File: config.mk
export PLATFORM = sky130hd
export DESIGN_NAME = reload_timer
export DESIGN_NICKNAME = d
export VERILOG_FILES = /design/src/rtl/timer_pkg.sv /design/src/rtl/tmr_tick_gen.sv /design/src/rtl/tmr_count_core.sv /design/src/rtl/reload_timer.sv
export SDC_FILE = /design/constraint.sdc
export NUM_CORES = 1
export LEC_CHECK = 0
export BUFFER_PORTS_ARGS = -buffer_cell sky130_fd_sc_hd__buf_2
export CAP_MARGIN = 20
export CORE_ASPECT_RATIO = 0.5
export CORE_UTILIZATION = 46
export DETAILED_ROUTE_END_ITERATION = 10
export PLACE_DENSITY = 0.83
export SYNTH_ARGS = -nofsm -noshare
export SYNTH_HDL_FRONTEND = slang
export SYNTH_HIERARCHICAL = 1
export SYNTH_SLANG_ARGS = --single-unit
File: constraint.sdc
create_clock -name clk_i -period 2.2 [get_ports clk_i]
set_clock_uncertainty 0.15 [all_clocks]
set_input_delay 0.11 -clock clk_i [delete_from_list [all_inputs] [get_ports clk_i]]
set_output_delay 0.11 -clock clk_i [all_outputs]
set_load 0.03 [all_outputs]
File: src/rtl/timer_pkg.sv
package timer_pkg;
  localparam int CTRL_W     = 8;
  localparam int BIT_FLAG   = 7;
  localparam int BIT_RUN    = 2;
  localparam int BIT_DIVSEL = 1;
  localparam int BIT_EXTSEL = 0;

  typedef struct packed {
    logic flag;
    logic run;
    logic div_sel;
    logic ext_sel;
  } ctrl_t;

  function automatic logic [CTRL_W-1:0] pack_ctrl(ctrl_t c);
    logic [CTRL_W-1:0] v;
    v = '0;
    v[BIT_FLAG]   = c.flag;
    v[BIT_RUN]    = c.run;
    v[BIT_DIVSEL] = c.div_sel;
    v[BIT_EXTSEL] = c.ext_sel;
    return v;
  endfunction
endpackage

File: src/rtl/tmr_tick_gen.sv
module tmr_tick_gen #(
  parameter int SYS_DIV     = 12,
  parameter int EXT_DIV     = 8,
  parameter int SYNC_STAGES = 2
) (
  input  logic clk_i,
  input  logic rst_ni,
  input  logic run_i,
  input  logic div_sel_i,
  input  logic ext_sel_i,
  input  logic ext_osc_i,
  output logic tick_o
);
  localparam int SW = (SYS_DIV > 1) ? $clog2(SYS_DIV) : 1;
  localparam int EW = (EXT_DIV > 1) ? $clog2(EXT_DIV) : 1;

  // synchroniser plus one stage for edge detection
  logic [SYNC_STAGES:0] sync_q;
  logic ext_rise;
  logic sys_tick;
  logic ext_tick;

  always_ff @(posedge clk_i or negedge rst_ni) begin
    if (!rst_ni) sync_q <= '0;
    else         sync_q <= {sync_q[SYNC_STAGES-1:0], ext_osc_i};
  end
  assign ext_rise = sync_q[SYNC_STAGES-1] & ~sync_q[SYNC_STAGES];

  generate
    if (SYS_DIV > 1) begin : g_sys_pre
      logic [SW-1:0] sys_cnt_q;
      always_ff @(posedge clk_i or negedge rst_ni) begin
        if (!rst_ni)                          sys_cnt_q <= '0;
        else if (!run_i)                      sys_cnt_q <= '0;
        else if (sys_cnt_q == SW'(SYS_DIV-1)) sys_cnt_q <= '0;
        else                                  sys_cnt_q <= sys_cnt_q + 1'b1;
      end
      assign sys_tick = run_i & (sys_cnt_q == SW'(SYS_DIV-1));
    end else begin : g_sys_bypass
      assign sys_tick = run_i;
    end

    if (EXT_DIV > 1) begin : g_ext_pre
      logic [EW-1:0] ext_cnt_q;
      always_ff @(posedge clk_i or negedge rst_ni) begin
        if (!rst_ni)       ext_cnt_q <= '0;
        else if (!run_i)   ext_cnt_q <= '0;
        else if (ext_rise) ext_cnt_q <= (ext_cnt_q == EW'(EXT_DIV-1)) ? '0 : ext_cnt_q + 1'b1;
      end
      assign ext_tick = run_i & ext_rise & (ext_cnt_q == EW'(EXT_DIV-1));
    end else begin : g_ext_bypass
      assign ext_tick = run_i & ext_rise;
    end
  endgenerate

  always_comb begin
    if (!run_i)         tick_o = 1'b0;
    else if (ext_sel_i) tick_o = ext_tick;
    else if (div_sel_i) tick_o = 1'b1;
    else                tick_o = sys_tick;
  end
endmodule

File: src/rtl/tmr_count_core.sv
module tmr_count_core #(
  parameter int CNT_W = 16
) (
  input  logic             clk_i,
  input  logic             rst_ni,
  input  logic             tick_i,
  input  logic             load_i,
  input  logic [CNT_W-1:0] load_val_i,
  input  logic [CNT_W-1:0] reload_i,
  output logic [CNT_W-1:0] count_o,
  output logic             wrap_o
);
  logic [CNT_W-1:0] cnt_q;

  assign wrap_o = tick_i & ~load_i & (&cnt_q);

  always_ff @(posedge clk_i or negedge rst_ni) begin
    if (!rst_ni)     cnt_q <= '0;
    else if (load_i) cnt_q <= load_val_i;
    else if (wrap_o) cnt_q <= reload_i;
    else if (tick_i) cnt_q <= cnt_q + 1'b1;
  end

  assign count_o = cnt_q;
endmodule

File: src/rtl/reload_timer.sv
module reload_timer #(
  parameter int CNT_W       = 16,
  parameter int SYS_DIV     = 12,
  parameter int EXT_DIV     = 8,
  parameter int SYNC_STAGES = 2
) (
  input  logic             clk_i,
  input  logic             rst_ni,
  input  logic             ctrl_we_i,
  input  logic [7:0]       ctrl_wdata_i,
  output logic [7:0]       ctrl_o,
  input  logic             reload_we_i,
  input  logic [CNT_W-1:0] reload_wdata_i,
  output logic [CNT_W-1:0] reload_o,
  input  logic             count_we_i,
  input  logic [CNT_W-1:0] count_wdata_i,
  output logic [CNT_W-1:0] count_o,
  input  logic             ext_osc_i,
  output logic             irq_o,
  output logic             conv_start_o
);
  import timer_pkg::*;

  ctrl_t            ctrl_q;
  logic [CNT_W-1:0] reload_q;
  logic             tick;
  logic             wrap;
  logic             conv_q;
  logic             unused_wbits;

  assign unused_wbits = ^ctrl_wdata_i[6:3];

  always_ff @(posedge clk_i or negedge rst_ni) begin
    if (!rst_ni) begin
      ctrl_q <= '0;
    end else begin
      if (ctrl_we_i) begin
        ctrl_q.run     <= ctrl_wdata_i[BIT_RUN];
        ctrl_q.div_sel <= ctrl_wdata_i[BIT_DIVSEL];
        ctrl_q.ext_sel <= ctrl_wdata_i[BIT_EXTSEL];
      end
      // rollover beats a software clear in the same cycle
      if (wrap)           ctrl_q.flag <= 1'b1;
      else if (ctrl_we_i) ctrl_q.flag <= ctrl_wdata_i[BIT_FLAG];
    end
  end

  always_ff @(posedge clk_i or negedge rst_ni) begin
    if (!rst_ni)          reload_q <= '0;
    else if (reload_we_i) reload_q <= reload_wdata_i;
  end

  always_ff @(posedge clk_i or negedge rst_ni) begin
    if (!rst_ni) conv_q <= 1'b0;
    else         conv_q <= wrap;
  end

  tmr_tick_gen #(
    .SYS_DIV    (SYS_DIV),
    .EXT_DIV    (EXT_DIV),
    .SYNC_STAGES(SYNC_STAGES)
  ) u_tick (
    .clk_i    (clk_i),
    .rst_ni   (rst_ni),
    .run_i    (ctrl_q.run),
    .div_sel_i(ctrl_q.div_sel),
    .ext_sel_i(ctrl_q.ext_sel),
    .ext_osc_i(ext_osc_i),
    .tick_o   (tick)
  );

  tmr_count_core #(.CNT_W(CNT_W)) u_core (
    .clk_i     (clk_i),
    .rst_ni    (rst_ni),
    .tick_i    (tick),
    .load_i    (count_we_i),
    .load_val_i(count_wdata_i),
    .reload_i  (reload_q),
    .count_o   (count_o),
    .wrap_o    (wrap)
  );

  assign ctrl_o       = pack_ctrl(ctrl_q);
  assign reload_o     = reload_q;
  assign irq_o        = ctrl_q.flag;
  assign conv_start_o = conv_q;
endmodule

* Word-level counts from Yosys, hierarchy flattened *
Cells that the tools add are included.

operators by class
  add/sub/neg operators = 3
  eq/ne operators = 3
  mux-type cells = 13
  bitwise operators = 8
  reduce and logical (&&, ||, !) cells = 3

operators by type and width
  kind                     count
  $mux W16                 3
  $add A16 B1 Y16 const B  1
  $reduce_and A16 Y1       1
  $mux W3                  3
  $mux W4                  2
  $and A1 B1 Y1            6
  $mux W1                  5
  $add A4 B1 Y4 const B    1
  $eq A4 B4 Y1 const B     1
  $add A3 B1 Y3 const B    1
  $eq A3 B3 Y1 const B     1
  $reduce_bool A3 Y1       1
  $ne A2 B1 Y1 const B     1
  $not A1 Y1               2
  $reduce_bool A2 Y1       1

storage, ports and cells
  bits in registers = 47
  input port bits = 46
  output and inout port bits = 42
  word-level logic and storage cells = 40

* Longest topological paths before layout *
Gate-level depths: netlist of the first run.

  word-level depth = 10
  mapped depth = 11
  mapped depth without buffers = 9

* By module *
The synthesis of the first run kept the hierarchy.

by module, submodules not included
  module          instances  cells each  area each (um^2)  seq. area each (um^2)
  tmr_count_core  1          150         1291.2            400.4
  reload_timer    1          50          864.6             525.5
  tmr_tick_gen    1          36          452.9             250.2

* Worst setup path after synthesis of the first run *
OpenSTA, ideal clock, no wires.

  path kind = flip-flop to flip-flop
  start point = register u_tick.g_ext_pre.ext_cnt_q[0]
  end point = register u_core.cnt_q[11] (netlist: u_core/count_o[11])
  library setup time = 0.094 ns
  arrival = 2.076 ns
  data required time = 1.956 ns
  slack = -0.120 ns
  stages on the path, launching flop included = 10
  path buffers = 0
  period minus slack after synthesis = 2.320 ns
  path through = dfrtp_1 -> ha_1 -> ha_1 -> inv_1 -> o21ai_0 -> o311a_1 -> nand4b_4 -> nor4_4 -> mux2_2 -> a211oi_1

between the ends
  longest elaborated chain between the ends = 8
  elaborated cells on any way between the ends = 9
  classes of those cells = 1 x eq/ne; 4 x mux; 3 x bitwise; 1 x reduce/logical

ends and longest elaborated chain
  what                         RTL line              RTL
  start: declaration           tmr_tick_gen.sv:44    logic [EW-1:0] ext_cnt_q;
  start signal: assignment     tmr_tick_gen.sv:48    else if (ext_rise) ext_cnt_q <= (ext_cnt_q == EW'(EXT_DIV-1)) ? '0 : ext_cnt_q + 1'b1;
  $eq A3 B3 Y1 (*)             tmr_tick_gen.sv:50    assign ext_tick = run_i & ext_rise & (ext_cnt_q == EW'(EXT_DIV-1));
  $and A1 B1 Y1 (*)            tmr_tick_gen.sv:50
  $mux W1 (*)                  tmr_tick_gen.sv:58    else if (ext_sel_i) tick_o = ext_tick;
  $mux W1 (*)                  tmr_tick_gen.sv:57    if (!run_i) tick_o = 1'b0;
  net tick                     reload_timer.sv:26    logic tick;
  $and A1 B1 Y1 (2 in series)  tmr_count_core.sv:15  assign wrap_o = tick_i & ~load_i & (&cnt_q);
  $mux W16                     tmr_count_core.sv:20  else if (wrap_o) cnt_q <= reload_i;
  $mux W16                     tmr_count_core.sv:19  else if (load_i) cnt_q <= load_val_i;
  end signal: assignment       tmr_count_core.sv:19
  end signal: assignment       tmr_count_core.sv:20
  end signal: assignment       tmr_count_core.sv:21  else if (tick_i) cnt_q <= cnt_q + 1'b1;
  end: declaration             tmr_count_core.sv:13  logic [CNT_W-1:0] cnt_q;

Mark *: on every way through the listed nets, which the timed path passes. The rest lies on a longest branch.
A chain may end at the register's enable or synchronous reset.

* Final worst setup path of the first run *
  start point = register u_tick.g_ext_pre.ext_cnt_q[0]
  end point = register u_core.cnt_q[7] (netlist: u_core/count_o[7])

Same word-level chain as after synthesis.

==> results of run 1 <==
through the flow:
stage                     area [sq um]  TNS (ns)  total power (uW)  setup WS [ns]   util
final                             3850     -1.72              2640         -0.193  0.743
after floorplan                   2630  -0.00187              1460       -0.00187      -
after detailed placement          3100     -1.31              1660         -0.150  0.598
after CTS                         3740    -0.544              2540        -0.0902  0.721
after global placement            3100   -0.0265              1640       -0.00883  0.598
after global routing              3850     -3.02              2730         -0.264  0.743
area by class of cell:
cell class,count,share of cell area
Multi-Input combinational cell,171,0.384
Sequential cell,47,0.306
Tap cell,70,0.0228
Timing Repair Buffer,136,0.242
Clock buffer,8,0.0407
Inverter,5,0.00488
final timing paths:
| kind | from | endpoint | slack [ns] | cells after the start |
|---|---|---|---|---|
| min | count_wdata_i[0] | u_core/count_o[0] | 0.03 | 4 |
| max | u_tick/g_ext_pre.ext_cnt_q[0] | u_core/count_o[7] | -0.19 | 10 |
| max reg2reg | u_tick/g_ext_pre.ext_cnt_q[0] | u_core/count_o[7] | -0.19 | 10 |
| min reg2reg | u_tick/sync_q[0] | u_tick/sync_q[1] | 0.23 | 0 |
| max in group asynchronous | rst_ni | u_tick/g_ext_pre.ext_cnt_q[1] | 1.04 | 3 |
| min in group asynchronous | rst_ni | u_core/count_o[0] | 0.09 | 2 |
what timing repair did:
action                                  in CTS  in global routing
hold buffers                                35                  0
setup buffers                                7                  4
endpoints found under the hold margin       42                  0
resized for setup                           21                 19
pin swaps                                    8                 10
endpoints found under the setup margin      17                 18
routing by layer:
metal	vias to the layer above	part of all wire	global-route usage
met2	185	0.48	0.482
li1	1110	-	-
met4	0	0.066	0.145
met3	70	0.076	0.0638
met1	1271	0.38	0.340
met5	-	0	0
layout by cell type, fill, tap and decap left out, types with 3 or more instances in the layout:
| master | synthesis | routed |
|---|---|---|
| buf_2 | 2 | 79 |
| dfrtp_1 | 47 | 47 |
| dlygate4sd3_1 | 0 | 35 |
| nand2_1 | 23 | 21 |
| buf_4 | 5 | 19 |
| mux2_4 | 10 | 11 |
| nor2_1 | 12 | 11 |
| mux2_2 | 10 | 9 |
| a21oi_1 | 8 | 8 |
| xnor2_1 | 8 | 8 |
| nor2b_1 | 7 | 6 |
| clkbuf_16 | 0 | 5 |
| nand4_1 | 5 | 5 |
| nand2b_1 | 7 | 5 |
| a41oi_2 | 0 | 5 |
| o31ai_1 | 8 | 5 |
| nor3b_1 | 5 | 5 |
| conb_1 | 1 | 4 |
| inv_1 | 5 | 4 |
| o31ai_2 | 1 | 4 |
| nand3_1 | 5 | 4 |
| mux2i_1 | 4 | 4 |
| nor4_4 | 2 | 3 |
| nand2b_4 | 1 | 3 |
| o21ai_0 | 6 | 3 |
| nor3_1 | 4 | 3 |
kinds of logic after synthesis:
logic type                 Yosys count  synth area share
and+or+nand+nor                     86             0.209
buffers and inverters               21            0.0504
other                                1           0.00144
adders and majority gates            4            0.0192
DFF                                 47             0.451
AOI/OAI and AO/OA                   44             0.123
xor gates and xnor gates             9            0.0302
muxes                               24             0.116
sequential cells by signal, indices dropped and copies added, names as in the netlist:
| register | cells |
|---|---|
| u_tick/g_sys_pre.sys_cnt_q | 4 |
| u_core/count_o | 16 |
| conv_start_o | 1 |
| reload_o | 16 |
| u_tick/sync_q | 3 |
| irq_o | 1 |
| ctrl_o | 3 |
| u_tick/g_ext_pre.ext_cnt_q | 3 |
cell usage after synthesis (6+ instances only):
cell type / instances
dfrtp_1: 47
nand2_1: 23
nor2_1: 12
mux2_2: 10
mux2_4: 10
a21oi_1: 8
o31ai_1: 8
xnor2_1: 8
nand2b_1: 7
nor2b_1: 7
clkbuf_1: 6
o21ai_0: 6
power groups by stage:
stage | clock (uW) | combinational, uW | sequential (uW)
finish | 813 | 753 | 1070
floorplan | 0 | 259 | 1200
global placement | 0 | 573 | 1060
global route | 856 | 790 | 1090
detailed placement | 0 | 592 | 1070
CTS | 805 | 679 | 1060
worst max-delay path, cell delays in order, from the launching register on:
cell	delay, ns
dfrtp_1	0.36
ha_2	0.20
ha_4	0.13
inv_2	0.03
o21ai_2	0.13
o311a_4	0.23
nand4b_4	0.12
nor4_4	0.40
buf_4	0.25
a41oi_2	0.14
o31ai_1	0.14
==> results_dict.tcl, run 1 <==
set metrics [dict create \
    status "complete, but fails checks" \
    violations "setup timing" \
    crit_fanout 5 \
    max_slew.worst_pin.slew_ns 0.610 \
    swShare 0.337 \
    cts_tree "yes" \
    core_sq_um 5180 \
    cts_buffers 5 \
    slew_headroom 0.592 \
    ir_drop_v 0.000365 \
    drc_errors 0 \
    globalplace.congestion 0.877 \
    hold_viol_final 0 \
    p_per_area_nw_per_um2 687 \
    combinationalPowerShare 0.285 \
    avgViaCountPerCell 6.03 \
    clk_path_buf_depth 2 \
    grt_overflow 0 \
    cp-end-kind "flip-flop" \
    syn_area_per_cell_sq_um 11.1 \
    fin_crit_ns 2.39 \
    min_path_type "in -> reg" \
    layout.nets 416 \
    crit_arrival_ns 2.42 \
    vias 2636 \
    final_max_slew_viol_count 0 \
    ant_nets 0 \
    cap_viol_max_count 0 \
    clock-root-buffer "clkbuf_16" \
    period_share 1.09 \
    p_leak_uw 0.00178 \
    syn-cell-area_sq_um 2610 \
    dp.cells 385 \
    drive_above_1_share 0.455 \
    synth_top_area_cell "dfrtp_1" \
    netlist.area_leader.share 0.451 \
    die_height_um 55.3 \
    area_delta_synth_final_pct 47.4 \
    clock.fmax_mhz 418 \
    pwr-share-clk 0.308 \
    fillers 323 \
    path_class "reg -> reg" \
    async_flop_share 1.00 \
    hpwl_um 4680 \
    antenna_found_initial 0 \
    startpoint_type "flip-flop" \
    ys_top_cells_by_area "dfrtp_1 45%, mux2_4 5.8%, mux2_2 4.3%, nand2_1 3.3%, xnor2_1 2.7%" \
    p_int_uw 1750 \
    start_util 0.504 \
    antenna_cells 0 \
    die_w_um 109 \
    holdWs_ns 0.0303 \
    cts_sinks 47 \
    register_area_sq_um 1180 \
    routedWlPerCell_um 20.9 \
    rsz0062_at_grt "yes" \
    syn_inst 236 \
    grt_max_degree 37 \
    p_sw_uw 890 \
    htree_levels 2 \
    final_cells 437 \
    pwr-share-seq 0.407 \
    clkLatencyLatePin_ns 0.29 \
    synth_flop_cell "dfrtp_1" \
    clkSlewWorstSetupHoldPaths_ns 0.07 \
    fin_ws_ns -0.193 \
    finalSetupViolCount 15 \
    rows 18 \
    port_buffers 79 \
    io_pins 88 \
    synth_edf_count 0 \
    drtPass1Iterations 5 \
    wirelength_um 9150 \
    dieArea_sq_um 5990 \
    grt_pass1_wl_um 13000 \
    multi_input_area_sq_um 1480 \
    ys_types 53 \
    track_usage 0.285 \
    synth-seq-area-share 0.451 \
    synth_seq_cells 47 \
    grt_pass1_vias 2654 \
    critPathRequiredTime_ns 2.22 \
    first_iter_violations 248 \
    ys_warn_count 6 \
]
Note: power is estimated with default switching activity, not from simulation.
==> run 2: changes to the inputs <==
--- a/config.mk
+++ b/config.mk
@@ -10,7 +10,7 @@
 export CORE_ASPECT_RATIO = 0.5
 export CORE_UTILIZATION = 46
 export DETAILED_ROUTE_END_ITERATION = 10
-export PLACE_DENSITY = 0.83
+export PLACE_DENSITY = 0.8
 export SYNTH_ARGS = -nofsm -noshare
 export SYNTH_HDL_FRONTEND = slang
 export SYNTH_HIERARCHICAL = 1
==> run 2 against run 1 <==
The run still ends with setup timing left. Worst setup slack improved by 0.16 ns. Combinational power decreased by 14%. Routed wire length decreased by 24%. Register-to-register slack improved by 0.16 ns. Sequential cell count unchanged. Utilization decreased by 3.0 points. Final area decreased by 4.0%. Via count decreased by 12%. Sequential share of layout area increased by 1.3 points. Sequential power about the same. Total power decreased by 5.1%. Hold slack got worse by 0.024 ns. Highest routed layer unchanged.
==> results_dict.tcl, run 2 (same netlist as run 1, synthesis figures left out) <==
set metrics [dict create \
    grt_pass1_wl_um 10900 \
    p_int_uw 1710 \
    layout_common_cells "79 x buf_2, 47 x dfrtp_1, 33 x dlygate4sd3_1, 23 x nand2_1, 16 x buf_4" \
    setup_tns_ns -0.0328 \
    min_path_type "in -> reg" \
    ant_nets 0 \
    dp_slack_ns -0.127 \
    grt_pass1_vias 2249 \
    worstHoldStart "count_wdata_i[7]" \
    clock.fmax_mhz 448 \
    final_max_slew_viol_count 0 \
    first_iter_violations 136 \
    grt_overflow 0 \
    antenna_cells 0 \
    clkSlewWorstSetupHoldPaths_ns 0.06 \
    power_uw 2510 \
    violations "setup timing" \
    cp-end-kind "flip-flop" \
    p_per_area_nw_per_um2 679 \
    vias 2319 \
    pwr-share-clk 0.317 \
    rsz0062_at_grt "yes" \
    crit_fanout 4 \
    htree_levels 2 \
    avgViaCountPerCell 5.38 \
    stdcell_area_sq_um 3690 \
    clock-root-buffer "clkbuf_16" \
    drtPass1Iterations 4 \
    startpoint_type "flip-flop" \
    finalSetupViolCount 1 \
    grt_max_degree 37 \
    fin_ws_ns -0.0328 \
    combinationalPowerShare 0.259 \
    globalplace.congestion 0.843 \
    die_w_um 109 \
    period_share 1.01 \
    start_util 0.504 \
    port_buffers 79 \
    crit_arrival_ns 2.28 \
    cts_buffers 5 \
    clk_path_buf_depth 2 \
    r2r_start "u_tick/g_ext_pre.ext_cnt_q[1]" \
    drc_errors 0 \
    whs_path_depth 5 \
    io_pins 88 \
    dieArea_sq_um 5990 \
    status "complete, but fails checks" \
    path_class "reg -> reg" \
    timing.rr.end "u_core/count_o[11]" \
    die_height_um 55.3 \
    cap_viol_max_count 0 \
    layout.nets 410 \
    antenna_found_initial 0 \
    critPathRequiredTime_ns 2.25 \
    pwr-share-seq 0.424 \
    register_area_sq_um 1180 \
    hold_viol_final 0 \
    drive_above_1_share 0.416 \
    final_cells 431 \
    cts_tree "yes" \
    clkLatencyLatePin_ns 0.29 \
    dp.cells 386 \
    track_usage 0.236 \
    place_area_sq_um 3100 \
    final_common_cell "buf_2" \
    ir_drop_v 0.000404 \
    wirelength_um 6920 \
    rrSetupSlack_ns -0.03 \
    swShare 0.318 \
    multi_input_area_sq_um 1390 \
    rows 18 \
    fillers 374 \
    hpwl_um 4480 \
    area_delta_synth_final_pct 41.5 \
    p_leak_uw 0.00171 \
    fin_crit_ns 2.23 \
    routedWlPerCell_um 16.1 \
    cts_sinks 47 \
    r2r_cells 10 \
    core_sq_um 5180 \
    min_to "u_core/count_o[7]" \
    p_sw_uw 798 \
]
run 2: worst max-delay path: stages (launching register included):
cell	delay (ns)
dfrtp_1	0.36
ha_2	0.19
ha_4	0.13
inv_2	0.03
o21ai_2	0.11
o311a_4	0.23
nand4b_4	0.11
nor4_4	0.13
buf_4	0.18
mux2_4	0.30
a211oi_2	0.22
run 2: layout make-up:
type | count | share of cell area
tap | 70 | 0.0237
clock buffer | 8 | 0.0424
multi-input combinational | 171 | 0.375
timing repair buffer | 130 | 0.235
sequential | 47 | 0.319
inverter | 5 | 0.00508
run 2: worst max-delay path by stage:
| stage | cells after the start | startpoint | to |
|---|---|---|---|
| global placement | 9 | u_tick/g_ext_pre.ext_cnt_q[0] | u_core/count_o[11] |
| CTS | 10 | u_tick/g_ext_pre.ext_cnt_q[0] | u_core/count_o[11] |
| finish | 10 | u_tick/g_ext_pre.ext_cnt_q[1] | u_core/count_o[11] |
| detailed placement | 9 | u_tick/g_ext_pre.ext_cnt_q[0] | u_core/count_o[11] |
| global route | 10 | u_tick/g_ext_pre.ext_cnt_q[1] | u_core/count_o[11] |
| floorplan | 9 | u_tick/g_ext_pre.ext_cnt_q[0] | u_core/count_o[11] |
run 2: power by group through the flow:
stage | sequential [uW] | clock (uW) | combinational [uW]
2_1_floorplan | 1200 | 0 | 259
3_3_place_gp | 1070 | 0 | 572
3_5_place_dp | 1070 | 0 | 587
4_1_cts | 1060 | 802 | 637
5_1_grt | 1070 | 844 | 696
6_report | 1060 | 794 | 651
run 2: routing by layer:
metal,share of wire,vias up,global-route usage
met1,0.42,1131,0.301
li1,-,1090,-
met2,0.51,90,0.407
met5,0,-,0
met3,0.060,8,0.0437
met4,0.0085,0,0.0695
run 2: through the flow:
stage / hold slack (ns) / util
2_1_floorplan: -0.336 / -
3_3_place_gp: -0.122 / 0.599
3_5_place_dp: -0.119 / 0.599
4_1_cts: 0.00363 / 0.702
5_1_grt: 0.0148 / 0.713
6_report: 0.00677 / 0.713
run 2: what timing repair did:
action / CTS / global route
buffers inserted: 2 / 2
hold buffers: 33 / 0
pin swaps: 1 / 8
resized for setup: 9 / 8
endpoints found under the hold margin: 78 / 0
gates cloned: 0 / 0
setup endpoints to repair: 17 / 18
==> run 3: changes to the inputs <==
--- a/config.mk
+++ b/config.mk
@@ -7,8 +7,10 @@
 export LEC_CHECK = 0
 export BUFFER_PORTS_ARGS = -buffer_cell sky130_fd_sc_hd__buf_2
 export CAP_MARGIN = 20
+export CELL_PAD_IN_SITES_DETAIL_PLACEMENT = 1
+export CELL_PAD_IN_SITES_GLOBAL_PLACEMENT = 1
 export CORE_ASPECT_RATIO = 0.5
-export CORE_UTILIZATION = 46
+export CORE_UTILIZATION = 35
 export DETAILED_ROUTE_END_ITERATION = 10
 export PLACE_DENSITY = 0.8
 export SYNTH_ARGS = -nofsm -noshare
==> run 3 against run 2 <==
The flow still finishes with violations (setup timing). Die area up 31%. Routed wire length rose by 55%. Register-to-register slack worse by 0.25 ns. Non-clock buffer count grew 15. Final area rose by 6.9%. Hold slack better by 0.035 ns. Sequential cell count did not move. First-iteration DRC count grew 39%. Fmax shrank 10%. Sequential share of layout area decreased by 2.1 points. Critical path depth unchanged. Utilization shrank 14 points. Critical path type unchanged. Largest cell class unchanged.
==> results_dict.tcl, run 3 (same netlist as run 1, synthesis figures left out) <==
set metrics [dict create \
    path_depth 10 \
    clkLatencyLatePin_ns 0.29 \
    final_max_slew_viol_count 0 \
    crit_fanout 2 \
    rrSetupSlack_ns -0.28 \
    period_share 1.13 \
    cp_num_buf_inv 2 \
    start_util 0.376 \
    path_class "reg -> reg" \
    grt_pass1_wl_um 14600 \
    htree_levels 2 \
    antenna_cells 0 \
    avgViaCountPerCell 5.63 \
    fillers 765 \
    fin_ws_ns -0.285 \
    globalplace.congestion 0.866 \
    port_buffers 79 \
    fin_crit_ns 2.48 \
    layout.nets 425 \
    cap_viol_max_count 0 \
    grt_max_degree 37 \
    clock-root-buffer "clkbuf_16" \
    final_common_cell "buf_2" \
    cts_sinks 47 \
    timing.rr.end "u_core/count_o[11]" \
    max_slew.worst_pin.slew_ns 0.671 \
    drive_above_1_share 0.481 \
    core_sq_um 6940 \
    grt_overflow 0 \
    final_cells 468 \
    clock.fmax_mhz 402 \
    area_delta_synth_final_pct 51.3 \
    clk_path_buf_depth 2 \
    r2r_start "u_tick/g_ext_pre.ext_cnt_q[0]" \
    ir_drop_v 0.000477 \
    ant_nets 0 \
    startpoint_type "flip-flop" \
    cts_tree "yes" \
    cts_buffers 5 \
    wirelength_um 10700 \
    antenna_found_initial 0 \
    drc_errors 0 \
    die_height_um 63.0 \
    hpwl_um 5370 \
    crit_arrival_ns 2.53 \
    finalSetupViolCount 18 \
    p_leak_uw 0.00183 \
    utilization 0.569 \
    clkSlewWorstSetupHoldPaths_ns 0.07 \
    rows 21 \
    cp-end-kind "flip-flop" \
    crit_chain "ha_2, ha_4, inv_2, o21ai_2, o311a_4, nand4b_4, nor4_4, buf_4, mux2_4, a211oi_2" \
    p_per_area_nw_per_um2 661 \
    die_w_um 124 \
    dieArea_sq_um 7820 \
    track_usage 0.251 \
    max_stage_delay_ns 0.37 \
    critPathRequiredTime_ns 2.25 \
    rsz0062_at_grt "yes" \
    hold_viol_final 0 \
    dp_slack_ns -0.211 \
    slew_headroom 0.551 \
    status "complete, but fails checks" \
    multi_input_area_sq_um 1500 \
    crit_start "u_tick/g_ext_pre.ext_cnt_q[0]" \
    dp.cells 409 \
    drtPass1Iterations 5 \
    io_pins 88 \
    first_iter_violations 189 \
    vias 2633 \
    min_path_type "in -> reg" \
    violations "setup timing" \
    grt_pass1_vias 2721 \
    layout_common_cells "79 x buf_2, 47 x dfrtp_1, 36 x dlygate4sd3_1, 27 x buf_4, 21 x nand2_1" \
    register_area_sq_um 1180 \
    r2r_cells 10 \
    critPathCapture "u_core/count_o[11]" \
    critPathTopFamily "compound AO/OA/AOI/OAI gates" \
    slowest_stage "dfrtp_1" \
    routedWlPerCell_um 22.9 \
]
## run 3: through the flow
stage	power (uW)	area, sq um	hold slack, ns	TNS [ns]
after global placement	1650	3140	-0.0615	-0.359
after detailed placement	1680	3140	-0.0473	-1.84
after CTS	2500	3770	0.0184	-1.79
after global routing	2720	3950	0.0706	-4.31
final	2610	3950	0.0421	-2.82
after floorplan	1460	2630	-0.336	-0.00187
## run 3: cell type report
type / count / share of cell area
clock buffers: 5 / 0.0317
inverters: 5 / 0.00475
multi-input cells: 171 / 0.379
clock inverters: 3 / 0.00380
repair buffers: 145 / 0.254
flip-flops and latches: 47 / 0.298
well taps: 92 / 0.0292
## run 3: routing by layer
layer | up-vias | wire [um] | global-route usage
met2 | 142 | 5100 | 0.412
li1 | 1128 | - | -
met5 | - | 0 | 0
met1 | 1319 | 4470 | 0.316
met4 | 0 | 545 | 0.104
met3 | 44 | 616 | 0.0575
## run 3: where the power goes
part	internal [uW]	leakage, uW	switching (uW)
clock	416	0.0000733	340
sequential	950	0.000570	134
combinational	319	0.00118	451
## run 3: worst min-delay path by stage
stage | startpoint | end | slack (ns) | depth (start not counted)
2_1_floorplan | rst_ni | conv_start_o | -0.34 | 0
3_3_place_gp | rst_ni | reload_o[14] | -0.06 | 1
3_5_place_dp | rst_ni | reload_o[14] | -0.05 | 1
4_1_cts | count_wdata_i[13] | u_core/count_o[13] | 0.02 | 5
5_1_grt | count_wdata_i[15] | u_core/count_o[15] | 0.07 | 5
6_report | count_wdata_i[15] | u_core/count_o[15] | 0.04 | 5
## run 3: repair_timing
| action | in CTS | in global routing |
|---|---|---|
| setup buffers | 5 | 13 |
| hold buffers | 36 | 0 |
| pin swaps | 16 | 17 |
| setup endpoints to repair | 17 | 18 |
| endpoints found under the hold margin | 51 | 0 |
| gates resized for setup | 22 | 22 |
## run 3: worst register-to-register path: stages, from the launching register on
cell,delay (ns)
dfrtp_1,0.37
ha_2,0.21
ha_4,0.14
inv_2,0.03
o21ai_2,0.11
o311a_4,0.24
nand4b_4,0.13
nor4_4,0.30
buf_4,0.18
mux2_4,0.30
a211oi_2,0.25
